### config.mk
export PLATFORM = sky130hd
export DESIGN_NAME = pgpc_sequencer
export DESIGN_NICKNAME = d
export VERILOG_FILES = /design/src/rtl/pgpc_pkg.sv /design/src/rtl/pgpc_phase.sv /design/src/rtl/pgpc_stack.sv /design/src/rtl/pgpc_next.sv /design/src/rtl/pgpc_sequencer.sv
export SDC_FILE = /design/constraint.sdc
export NUM_CORES = 1
export LEC_CHECK = 0
export ABC_CLOCK_PERIOD_IN_PS = 2400
export BUFFER_PORTS_ARGS = -buffer_cell sky130_fd_sc_hd__buf_2
export CAP_MARGIN = 10
export CORE_MARGIN = 1.5
export CORE_UTILIZATION = 55
export DETAILED_ROUTE_END_ITERATION = 8
export PLACE_DENSITY_LB_ADDON = 0.3
export SLEW_MARGIN = 30
export SYNTH_ARGS = -nofsm -noshare
export SYNTH_HDL_FRONTEND = slang
export SYNTH_SLANG_ARGS = --single-unit
### constraint.sdc
create_clock -name clk -period 2.4 [get_ports clk]
set_clock_uncertainty 0.15 [all_clocks]
set_input_delay 0.24 -clock clk [delete_from_list [all_inputs] [get_ports clk]]
set_output_delay 0.24 -clock clk [all_outputs]
set_load 0.02 [all_outputs]
### src/rtl/pgpc_pkg.sv
package pgpc_pkg;
  localparam int PC_W  = 10;
  localparam int IMM_W = 9;
  localparam int LOW_W = 8;

  localparam logic [2:0] OP_STEP = 3'd0;
  localparam logic [2:0] OP_JUMP = 3'd1;
  localparam logic [2:0] OP_CALL = 3'd2;
  localparam logic [2:0] OP_RET  = 3'd3;
  localparam logic [2:0] OP_LOWR = 3'd4;

  // sequential successor, wraps at the top of memory
  function automatic logic [PC_W-1:0] f_step(input logic [PC_W-1:0] pc);
    return pc + PC_W'(1);
  endfunction

  // full-width jump: immediate below, page bit on top
  function automatic logic [PC_W-1:0] f_jump(input logic pg, input logic [IMM_W-1:0] im);
    logic [PC_W-1:0] t;
    t = '0;
    t[IMM_W-1:0] = im;
    t[PC_W-1] = pg;
    return t;
  endfunction

  // low-byte target with bit 8 forced clear; shared by call and low write
  function automatic logic [PC_W-1:0] f_low(input logic pg, input logic [LOW_W-1:0] lo);
    logic [PC_W-1:0] t;
    t = '0;
    t[LOW_W-1:0] = lo;
    t[PC_W-1] = pg;
    return t;
  endfunction
endpackage

### src/rtl/pgpc_phase.sv
module pgpc_phase #(
  parameter int PHASES = 4
) (
  input  logic clk,
  input  logic rst_n,
  output logic [$clog2(PHASES)-1:0] phase,
  output logic cyc_end
);
  localparam int PH_W = $clog2(PHASES);
  localparam logic [PH_W-1:0] LAST = PH_W'(PHASES - 1);

  assign cyc_end = (phase == LAST);

  always_ff @(posedge clk or negedge rst_n) begin
    if (!rst_n) phase <= '0;
    else if (cyc_end) phase <= '0;
    else phase <= phase + PH_W'(1);
  end
endmodule

### src/rtl/pgpc_stack.sv
module pgpc_stack #(
  parameter int DEPTH = 2,
  parameter int W = 10
) (
  input  logic clk,
  input  logic rst_n,
  input  logic push,
  input  logic pop,
  input  logic [W-1:0] din,
  output logic [W-1:0] top
);
  logic [W-1:0] ent [DEPTH];

  assign top = ent[0];

  for (genvar i = 0; i < DEPTH; i++) begin : g_lvl
    logic [W-1:0] from_above, from_below;
    if (i == 0) begin : g_first
      assign from_above = din;
    end else begin : g_inner
      assign from_above = ent[i-1];
    end
    if (i == DEPTH - 1) begin : g_last
      assign from_below = ent[i];   // bottom keeps its value on pop
    end else begin : g_mid
      assign from_below = ent[i+1];
    end
    always_ff @(posedge clk or negedge rst_n) begin
      if (!rst_n) ent[i] <= '0;
      else if (push) ent[i] <= from_above;
      else if (pop) ent[i] <= from_below;
    end
  end
endmodule

### src/rtl/pgpc_next.sv
module pgpc_next
  import pgpc_pkg::*;
(
  input  logic [2:0] op,
  input  logic [PC_W-1:0] pc,
  input  logic [IMM_W-1:0] imm,
  input  logic page,
  input  logic [LOW_W-1:0] wdata,
  input  logic [PC_W-1:0] stk_top,
  output logic [PC_W-1:0] nxt,
  output logic push,
  output logic pop,
  output logic redirect
);
  always_comb begin
    nxt = f_step(pc);
    push = 1'b0;
    pop = 1'b0;
    redirect = 1'b1;
    case (op)
      OP_JUMP: nxt = f_jump(page, imm);
      OP_CALL: begin
        nxt = f_low(page, imm[LOW_W-1:0]);
        push = 1'b1;
      end
      OP_RET: begin
        nxt = stk_top;
        pop = 1'b1;
      end
      OP_LOWR: nxt = f_low(page, wdata);
      default: redirect = 1'b0;
    endcase
  end
endmodule

### src/rtl/pgpc_sequencer.sv
module pgpc_sequencer
  import pgpc_pkg::*;
#(
  parameter int STK_DEPTH = 2,
  parameter int PHASES = 4
) (
  input  logic clk,
  input  logic rst_n,
  input  logic [2:0] op_i,
  input  logic [IMM_W-1:0] imm_i,
  input  logic page_i,
  input  logic [LOW_W-1:0] wdata_i,
  output logic [PC_W-1:0] fetch_addr_o,
  output logic flush_o,
  output logic [$clog2(PHASES)-1:0] phase_o
);
  localparam logic [PC_W-1:0] RESET_VEC = '1;

  logic cyc_end;
  logic [PC_W-1:0] pc_q, pc_nxt, stk_top;
  logic nx_push, nx_pop, redirect;
  logic push, pop;
  logic flush_q;

  pgpc_phase #(.PHASES(PHASES)) u_phase (
    .clk(clk), .rst_n(rst_n), .phase(phase_o), .cyc_end(cyc_end)
  );

  pgpc_next u_next (
    .op(op_i), .pc(pc_q), .imm(imm_i), .page(page_i), .wdata(wdata_i),
    .stk_top(stk_top), .nxt(pc_nxt), .push(nx_push), .pop(nx_pop),
    .redirect(redirect)
  );

  assign push = cyc_end & nx_push;
  assign pop  = cyc_end & nx_pop;

  pgpc_stack #(.DEPTH(STK_DEPTH), .W(PC_W)) u_stack (
    .clk(clk), .rst_n(rst_n), .push(push), .pop(pop), .din(pc_q), .top(stk_top)
  );

  always_ff @(posedge clk or negedge rst_n) begin
    if (!rst_n) begin
      pc_q <= RESET_VEC;
      flush_q <= 1'b0;
    end else if (cyc_end) begin
      pc_q <= pc_nxt;
      flush_q <= redirect;
    end
  end

  assign fetch_addr_o = pc_q;
  assign flush_o = flush_q;
endmodule

==> impl_metrics.tcl, run 1 <==
set metrics [dict create \
    critical_path_class "flop to flop" \
    drtPass1Iterations 4 \
    initial_core_util 0.574 \
    ys_types 45 \
    combinationalPowerShare 0.218 \
    r2r.worst_path.cells 5 \
    max_slew_margin 0.510 \
    fill_cells 273 \
    synth_flop_cell "dfrtp_1" \
    final_cells 268 \
    worstPathArrival_ps 2090 \
    holdCritStartpoint "imm_i[6]" \
    intPower_mw 1.07 \
    leakagePower_nw 1.02 \
    hold_end "fetch_addr_o[6]$_DFFE_PN1P_" \
    drc 0 \
    status "finished, final reports clean" \
    timing.rr.start "u_phase.phase[0]$_DFF_PN0_" \
    worstSetupEndpointType "flop" \
    core-area_sq_um 3340 \
    wirelength_um 4600 \
    place.gp.congestion 0.894 \
    seq_area_sq_um 838 \
    clkLatencyLatePin_ps 340 \
    hp-class "input port to flop" \
    hold_buffers 2 \
    antenna_found_initial 0 \
    root_buffer "clkbuf_4" \
    multiInputGateArea_sq_um 1010 \
    slew_viol_final 0 \
    dp_hpwl_um 3300 \
    first_global_vias 1533 \
    synth_edf_count 0 \
    cts_buffers 5 \
    ys_seq_elements 33 \
    syn-num-nets 211 \
    startpoint_type "flop" \
    avgSynthCellArea_sq_um 10.3 \
    p_clk_frac 0.283 \
    ir_worst_vdd_uv 516 \
    yosysMostFrequentCell "dfrtp_1" \
    track_usage 0.259 \
    io_pins 36 \
    final_nets 246 \
    ys_warn_count 0 \
    syn2layout_area_growth_pct 16.3 \
    syn_inst 186 \
    p_sw_mw 0.471 \
    setup_viol 0 \
    drt-initial-drc-count 92 \
    grt_max_degree 34 \
    critPathRequiredTime_ps 2480 \
    r2r_slack_ps 380 \
    dpl_cell_area_sq_um 2120 \
    synth.top_cell.area_share 0.300 \
    synth_top_area_cell "dfrtp_1" \
    stdcell_area_sq_um 2230 \
    worst_slew_pin_slew_ps 735 \
    num_vias 1674 \
    h-tree-depth 2 \
    insertedDiodeCount 0 \
    grt_pass1_wl_um 7040 \
    max_freq_mhz 496 \
    cts_num_sinks 33 \
    cap_violations 0 \
    fp.dieH_um 62.0 \
    finalSetupTns_ps 0 \
    min_delay_path_depth 3 \
    synthTopCellsByArea "dfrtp_1, dfstp_2, mux2_2" \
    cts_setup_buffers 0 \
    synth_common_cells "dfrtp_1, mux2_2, mux2i_1" \
    hold_viol_final 0 \
    clk_pin_slew_ps 100 \
    cts_resized 0 \
    drive_gt1_frac 0.338 \
    fin_crit_sh 0.841 \
    io_buffer_count 35 \
    p_sw_frac 0.306 \
    viasPerCell 6.25 \
    yosysSeqAreaShare 0.438 \
    pwr-share-seq 0.499 \
    clock_path_buffers 2 \
    worstPathMaxFanout 10 \
    die-area_sq_um 3850 \
    post-route-min-period_ps 2020 \
    dp_cells 258 \
    overflow 0 \
    syn_area_sq_um 1920 \
    postRouteAntennaNets 0 \
    die_w_um 62.0 \
    power.density_nw_per_um2 690 \
    wl_per_cell_um 17.2 \
    tritoncts "done" \
    regToRegEndpoint "u_stack.g_lvl[0].from_below[0]$_DFFE_PN0P_" \
    synth-async-reset-ratio 1.00 \
    rows 21 \
    rsz0062_at_grt "false" \
]
==> final cells by class <==
class | count | area share
tap | 46 | 0.0258
clock buffer | 7 | 0.0247
timing repair buffer | 41 | 0.101
inverter | 4 | 0.00674
sequential | 33 | 0.376
multi-input combinational | 136 | 0.452
clock inverter | 1 | 0.0135
==> layout by cell type (no fill, tap or decap), types with 4 or more instances in the layout <==
cell | netlist | layout
or3_1 | 4 | 4
inv_1 | 4 | 4
a311o_1 | 4 | 4
dfrtp_1 | 23 | 23
buf_4 | 0 | 4
buf_2 | 6 | 35
nand2_1 | 13 | 13
mux2i_1 | 16 | 16
a21oi_1 | 8 | 8
nor2_1 | 8 | 8
dfstp_2 | 10 | 10
mux2_2 | 16 | 16
clkbuf_4 | 0 | 5
o21ai_0 | 15 | 15
==> state kept, by name (all words and copies together) (netlist names) <==
name	flops
fetch_addr_o	10
flush_o	1
u_phase.phase	2
u_stack.g_lvl.from_below	10
u_stack.top	10
==> metal layers <==
layer / up-vias / wire (um) / part of all wire / global-route usage
met1: 820 / 1990 / 0.43 / 0.331
met2: 70 / 2240 / 0.49 / 0.408
met5: - / 0 / 0 / 0
met3: 11 / 287 / 0.062 / 0.0621
li1: 773 / - / - / -
met4: 0 / 84 / 0.018 / 0.131
==> cells by family after synthesis <==
kind of cell	Yosys count	share of synthesized area
compound gates	54	0.194
xor+xnor	1	0.00457
fa+ha+maj	2	0.0131
buf+inv	17	0.0372
flops	33	0.438
mux	32	0.178
simple gates	47	0.136
==> power by group through the flow <==
stage | clock [mW] | sequential [mW] | combinational (mW)
finish | 0.435 | 0.767 | 0.335
global route | 0.464 | 0.778 | 0.371
CTS | 0.442 | 0.763 | 0.337
detailed placement | 0 | 0.774 | 0.333
global placement | 0 | 0.766 | 0.320
floorplan | 0 | 0.773 | 0.202
==> metrics by stage <==
step | setup slack [ps] | util | hold slack [ps] | total power, mW
2_1_floorplan | 319 | - | -206 | 0.975
3_3_place_gp | 456 | 0.636 | 177 | 1.09
3_5_place_dp | 386 | 0.636 | 192 | 1.11
4_1_cts | 378 | 0.667 | 37.1 | 1.54
5_1_grt | 259 | 0.667 | 73.8 | 1.61
6_report | 383 | 0.667 | 40.2 | 1.54
==> how the worst max path moves through the flow <==
stage / start / endpoint / slack (ps) / depth (start not counted)
2_1_floorplan: u_phase.phase[0]$_DFF_PN0_ / u_stack.g_lvl[0].from_below[0]$_DFFE_PN0P_ / 320 / 5
3_3_place_gp: u_phase.phase[0]$_DFF_PN0_ / u_stack.g_lvl[0].from_below[7]$_DFFE_PN0P_ / 460 / 5
3_5_place_dp: u_phase.phase[0]$_DFF_PN0_ / u_stack.g_lvl[0].from_below[0]$_DFFE_PN0P_ / 390 / 5
4_1_cts: u_phase.phase[0]$_DFF_PN0_ / u_stack.g_lvl[0].from_below[0]$_DFFE_PN0P_ / 380 / 5
5_1_grt: u_phase.phase[0]$_DFF_PN0_ / u_stack.g_lvl[0].from_below[2]$_DFFE_PN0P_ / 260 / 5
6_report: u_phase.phase[0]$_DFF_PN0_ / u_stack.g_lvl[0].from_below[0]$_DFFE_PN0P_ / 380 / 5
==> critical path, stage by stage (launching register included) <==
cell,delay (ps)
dfrtp_1,370
ha_1,180
inv_1,140
or3_1,390
nor2_4,300
mux2_2,390
(Power assumes the default switching activity.)
==> run 2, diff against run 1 <==
--- a/config.mk
+++ b/config.mk
@@ -5,7 +5,8 @@
 export SDC_FILE = /design/constraint.sdc
 export NUM_CORES = 1
 export LEC_CHECK = 0
-export ABC_CLOCK_PERIOD_IN_PS = 2400
+export ABC_AREA = 1
+export ABC_CLOCK_PERIOD_IN_PS = 1900
 export BUFFER_PORTS_ARGS = -buffer_cell sky130_fd_sc_hd__buf_2
 export CAP_MARGIN = 10
 export CORE_MARGIN = 1.5
==> constraint.sdc (replaced) <==
create_clock -name clk -period 1.9 [get_ports clk]
set_clock_uncertainty 0.15 [all_clocks]
set_input_delay 0.19 -clock clk [delete_from_list [all_inputs] [get_ports clk]]
set_output_delay 0.19 -clock clk [all_outputs]
set_load 0.02 [all_outputs]
==> impl_metrics.tcl, run 2 <==
set metrics [dict create \
    drive_gt1_frac 0.215 \
    final_nets 327 \
    ir_worst_vdd_uv 559 \
    clkLatencyLatePin_ps 340 \
    rows 20 \
    io_buffer_count 35 \
    fin_ws_ps 248 \
    max_slew_margin 0.503 \
    finalSetupTns_ps 0 \
    wl_per_cell_um 13.0 \
    fill_cells 272 \
    slew_viol_final 0 \
    synth_top_area_cell "dfrtp_1" \
    synth_edf_count 0 \
    worst_slew_pin_slew_ps 745 \
    multiInputGateArea_sq_um 916 \
    worstPathMaxFanout 5 \
    insertedDiodeCount 0 \
    num_vias 1837 \
    root_buffer "clkbuf_4" \
    worstPathArrival_ps 1790 \
    cts_buffers 5 \
    initial_core_util 0.597 \
    wirelength_um 4500 \
    io_pins 36 \
    drtPass1Iterations 4 \
    startpoint_type "flop" \
    viasPerCell 5.29 \
    avgSynthCellArea_sq_um 7.13 \
    power.density_nw_per_um2 887 \
    postRouteAntennaNets 0 \
    synth_common_cells "nand2_1, dfrtp_1, nand3_1" \
    syn2layout_area_growth_pct 15.5 \
    syn-num-nets 287 \
    hp-class "input port to flop" \
    max_freq_mhz 605 \
    drt-initial-drc-count 135 \
    cap_violations 0 \
    ys_seq_elements 33 \
    grt_pass1_wl_um 7570 \
    track_usage 0.281 \
    critPathRequiredTime_ps 2040 \
    ys_types 22 \
    timing.rr.start "fetch_addr_o[0]$_DFFE_PN1P_" \
    fin_crit_sh 0.870 \
    yosysMostFrequentCell "nand2_1" \
    die-area_sq_um 3760 \
    die_w_um 61.3 \
    tritoncts "done" \
    antenna_found_initial 0 \
    critical_path_class "flop to flop" \
    syn_inst 262 \
    place.gp.congestion 0.829 \
    grt_max_degree 34 \
    first_global_vias 1702 \
    ys_warn_count 0 \
    core-area_sq_um 3130 \
    holdCritStartpoint "imm_i[1]" \
    dp_slack_ps 268 \
    clock_path_buffers 2 \
    yosysSeqAreaShare 0.449 \
    fp.dieH_um 61.3 \
    syn_area_sq_um 1870 \
    status "finished, final reports clean" \
    worstSetupEndpointType "flop" \
    overflow 0 \
    final_cell_mix "nand2_1, buf_2, dfrtp_1" \
    cts_resized 0 \
    seq_area_sq_um 838 \
    hold_viol_final 0 \
    cts_num_sinks 33 \
    synthTopCellsByArea "dfrtp_1, nand2_1, dfstp_2" \
    synth.top_cell.area_share 0.308 \
    leakagePower_nw 1.14 \
    post-route-min-period_ps 1650 \
    rsz0062_at_grt "false" \
    dp_hpwl_um 3260 \
    setup_viol 0 \
    startpoint "fetch_addr_o[0]$_DFFE_PN1P_" \
    clk_pin_slew_ps 100 \
    drc 0 \
    h-tree-depth 2 \
    synth_flop_cell "dfrtp_1" \
    mostFrequentLayoutCell "nand2_1" \
    synth-async-reset-ratio 1.00 \
]
[run 2: changes by cell type after synthesis, moves of 4 or more]
cell	previous run	this run
inv_1	4	15
or3_1	4	0
a311o_1	4	0
a21oi_1	8	3
clkbuf_1	7	1
nand2_1	13	127
nand3_1	3	22
mux2_2	16	0
nor2_1	8	20
mux2i_1	16	0
o21ai_0	15	2
o211ai_1	1	10
[run 2: logic make-up (layout without fill, tap and decap cells)]
family / count (synthesis) / after routing / share of synthesized area
simple gates: 181 / 181 / 0.402
flops: 33 / 33 / 0.449
buf+inv: 26 / 67 / 0.0609
compound gates: 18 / 18 / 0.0656
fa+ha+maj: 2 / 2 / 0.0134
xor+xnor: 2 / 2 / 0.00938
[run 2: through the flow]
stage               hold slack [ps]  instances   util  total power [mW]  cell area [sq um]
finish                         11.7        347  0.690              1.91               2160
global route                   18.0        347  0.690              2.06               2160
CTS                            8.35        347  0.690              1.92               2160
detailed placement              140        338  0.668              1.50               2090
global placement                143        338  0.668              1.49               2090
floorplan                      -256        262      -              1.33               1870
[run 2: critical path, cell delays in order, from the launching register on]
cell,delay [ps]
dfstp_2,590
ha_1,170
nand2_1,70
nor2_1,230
xor2_1,180
nand2_1,60
nand2_1,60
nand2_1,40
nand2_1,50
[run 2: layout make-up]
class / count / share of cell area
Multi-Input combinational cell: 203 / 0.424
Sequential cell: 33 / 0.388
Timing Repair Buffer: 41 / 0.103
Inverter: 18 / 0.0313
Clock buffer: 8 / 0.0272
Tap cell: 44 / 0.0255
[run 2: metal layers]
metal / track usage / part of all wire / vias to the layer above
li1: - / - / 913
met1: 0.371 / 0.43 / 849
met2: 0.459 / 0.48 / 65
met3: 0.0567 / 0.061 / 10
met4: 0.0994 / 0.021 / 0
met5: 0 / 0 / -
[run 2: report_power, final]
group	total [mW]	switching [mW]	internal (mW)
combinational	0.487	0.299	0.188
clock	0.424	0.241	0.183
sequential	1.00	0.131	0.873
[run 2: repair_timing]
action	in CTS	in global routing
hold buffers	1	0
setup buffers	0	0
hold endpoints to repair	23	0
[run 2: worst paths after layout]
path                                                                   end  slack, ps  cells after the start
worst min register to register                  u_phase.phase[0]$_DFF_PN0_        310                      1
worst min-delay path                           fetch_addr_o[1]$_DFFE_PN1P_         10                      5
worst max register to register                 fetch_addr_o[4]$_DFFE_PN1P_        250                      8
max in group asynchronous       u_stack.g_lvl[0].from_below[1]$_DFFE_PN0P_        810                      2
worst max-delay path                           fetch_addr_o[4]$_DFFE_PN1P_        250                      8
min in group asynchronous                       u_stack.top[5]$_DFFE_PN0P_        300                      2
==> run 3, diff against run 2 <==
--- a/config.mk
+++ b/config.mk
@@ -5,7 +5,6 @@
 export SDC_FILE = /design/constraint.sdc
 export NUM_CORES = 1
 export LEC_CHECK = 0
-export ABC_AREA = 1
 export ABC_CLOCK_PERIOD_IN_PS = 1900
 export BUFFER_PORTS_ARGS = -buffer_cell sky130_fd_sc_hd__buf_2
 export CAP_MARGIN = 10
==> impl_metrics.tcl, run 3 (same netlist as run 1, synthesis figures left out) <==
set metrics [dict create \
    track_usage 0.259 \
    rows 21 \
    power.density_nw_per_um2 836 \
    seq_area_sq_um 841 \
    place.gp.congestion 0.884 \
    final_cell_mix "buf_2, dfrtp_1, mux2i_1, mux2_2, o21ai_0" \
    ir_worst_vdd_uv 631 \
    cap_violations 0 \
    worstPathMaxFanout 7 \
    io_pins 36 \
    max_freq_mhz 557 \
    multiInputGateArea_sq_um 1020 \
    hp-class "input port to flop" \
    num_vias 1660 \
    overflow 0 \
    viasPerCell 5.93 \
    antenna_found_initial 0 \
    worstPathArrival_ps 1940 \
    mostFrequentLayoutCell "buf_2" \
    io_buffer_count 35 \
    wirelength_um 4650 \
    cts_buffers 5 \
    status "finished, final reports clean" \
    post-route-min-period_ps 1800 \
    core-area_sq_um 3340 \
    fp.dieH_um 62.0 \
    insertedDiodeCount 0 \
    critPathRequiredTime_ps 2050 \
    tritoncts "done" \
    drt-initial-drc-count 118 \
    critical_path_class "flop to flop" \
    final_nets 258 \
    h-tree-depth 2 \
    syn2layout_area_growth_pct 23.6 \
    cts_num_sinks 33 \
    finalSetupTns_ps 0 \
    max_slew_margin 0.521 \
    clk_pin_slew_ps 110 \
    dp_hpwl_um 3370 \
    initial_core_util 0.574 \
    worst_slew_pin_slew_ps 718 \
    first_global_vias 1474 \
    hold_viol_final 0 \
    fill_cells 269 \
    clock_path_buffers 2 \
    leakagePower_nw 1.09 \
    dp_cells 267 \
    grt_pass1_wl_um 7010 \
    die-area_sq_um 3850 \
    final_cells 280 \
    startpoint_type "flop" \
    worstSetupEndpointType "flop" \
    root_buffer "clkbuf_4" \
    wl_per_cell_um 16.6 \
    drive_gt1_frac 0.385 \
    setup_viol 0 \
    drc 0 \
    cts_resized 0 \
    drtPass1Iterations 4 \
    slew_viol_final 0 \
    fin_crit_sh 0.946 \
    grt_max_degree 34 \
    postRouteAntennaNets 0 \
    clkLatencyLatePin_ps 360 \
    rsz0062_at_grt "false" \
    die_w_um 62.0 \
]
[run 3: cell count changes in the layout (fill, tap and decap cells not counted), moves of 7 or more]
cell | previous run | this run
o21ai_0 | 2 | 15
nor2_1 | 20 | 8
nand2_1 | 127 | 13
nand3_1 | 22 | 3
inv_1 | 15 | 3
mux2i_1 | 0 | 16
mux2_2 | 0 | 16
buf_4 | 5 | 12
o211ai_1 | 10 | 1
[run 3: path summary, 6_finish.rpt]
path / end / cells after the start / from / slack (ps)
worst max-delay path: fetch_addr_o[8]$_DFFE_PN1P_ / 5 / fetch_addr_o[0]$_DFFE_PN1P_ / 100
worst min-delay path: fetch_addr_o[0]$_DFFE_PN1P_ / 3 / wdata_i[0] / 50
worst max register to register: fetch_addr_o[8]$_DFFE_PN1P_ / 5 / fetch_addr_o[0]$_DFFE_PN1P_ / 100
worst min register to register: u_phase.phase[0]$_DFF_PN0_ / 1 / u_phase.phase[0]$_DFF_PN0_ / 330
max in group asynchronous: u_phase.phase[0]$_DFF_PN0_ / 2 / rst_n / 840
min in group asynchronous: u_stack.top[6]$_DFFE_PN0P_ / 2 / rst_n / 260
[run 3: timing repair]
item / in CTS / in global routing
setup endpoints to repair: 0 / 10
endpoints found under the hold margin: 26 / 0
hold buffers: 4 / 0
setup buffers: 0 / 1
[run 3: report_power, final]
group          internal (mW)  total (mW)  leakage (nW)  switching (mW)
clock                  0.314       0.568        0.0455           0.254
sequential             0.839       0.964         0.405           0.126
combinational          0.214       0.448         0.635           0.234
[run 3: through the flow]
step	utilization	hold WS (ps)	power, mW	area, sq um	setup WS [ps]
after floorplan	-	-256	1.23	1940	27.4
after global placement	0.666	122	1.39	2220	105
after detailed placement	0.666	142	1.42	2220	57.9
after CTS	0.703	51.4	1.98	2350	42.7
after global routing	0.709	62.0	2.07	2370	19.1
final	0.709	53.8	1.98	2370	103
[run 3: metal layers]
layer / global-route usage / part of all wire
met3: 0.0663 / 0.057
met1: 0.330 / 0.42
met5: 0 / 0
met2: 0.430 / 0.50
met4: 0.0881 / 0.015
[run 3: layout make-up]
class / instances / area share
flip-flops and latches: 33 / 0.355
inverters: 4 / 0.00634
multi-input cells: 136 / 0.432
repair buffers: 53 / 0.146
clock buffers: 7 / 0.0233
well taps: 46 / 0.0243
clock inverters: 1 / 0.0127
[run 3: worst max-delay path, cell delays in order (launching register included)]
cell,delay (ps)
dfstp_2,610
ha_1,210
and4_1,270
and4_1,220
o21ai_0,90
a22o_1,200
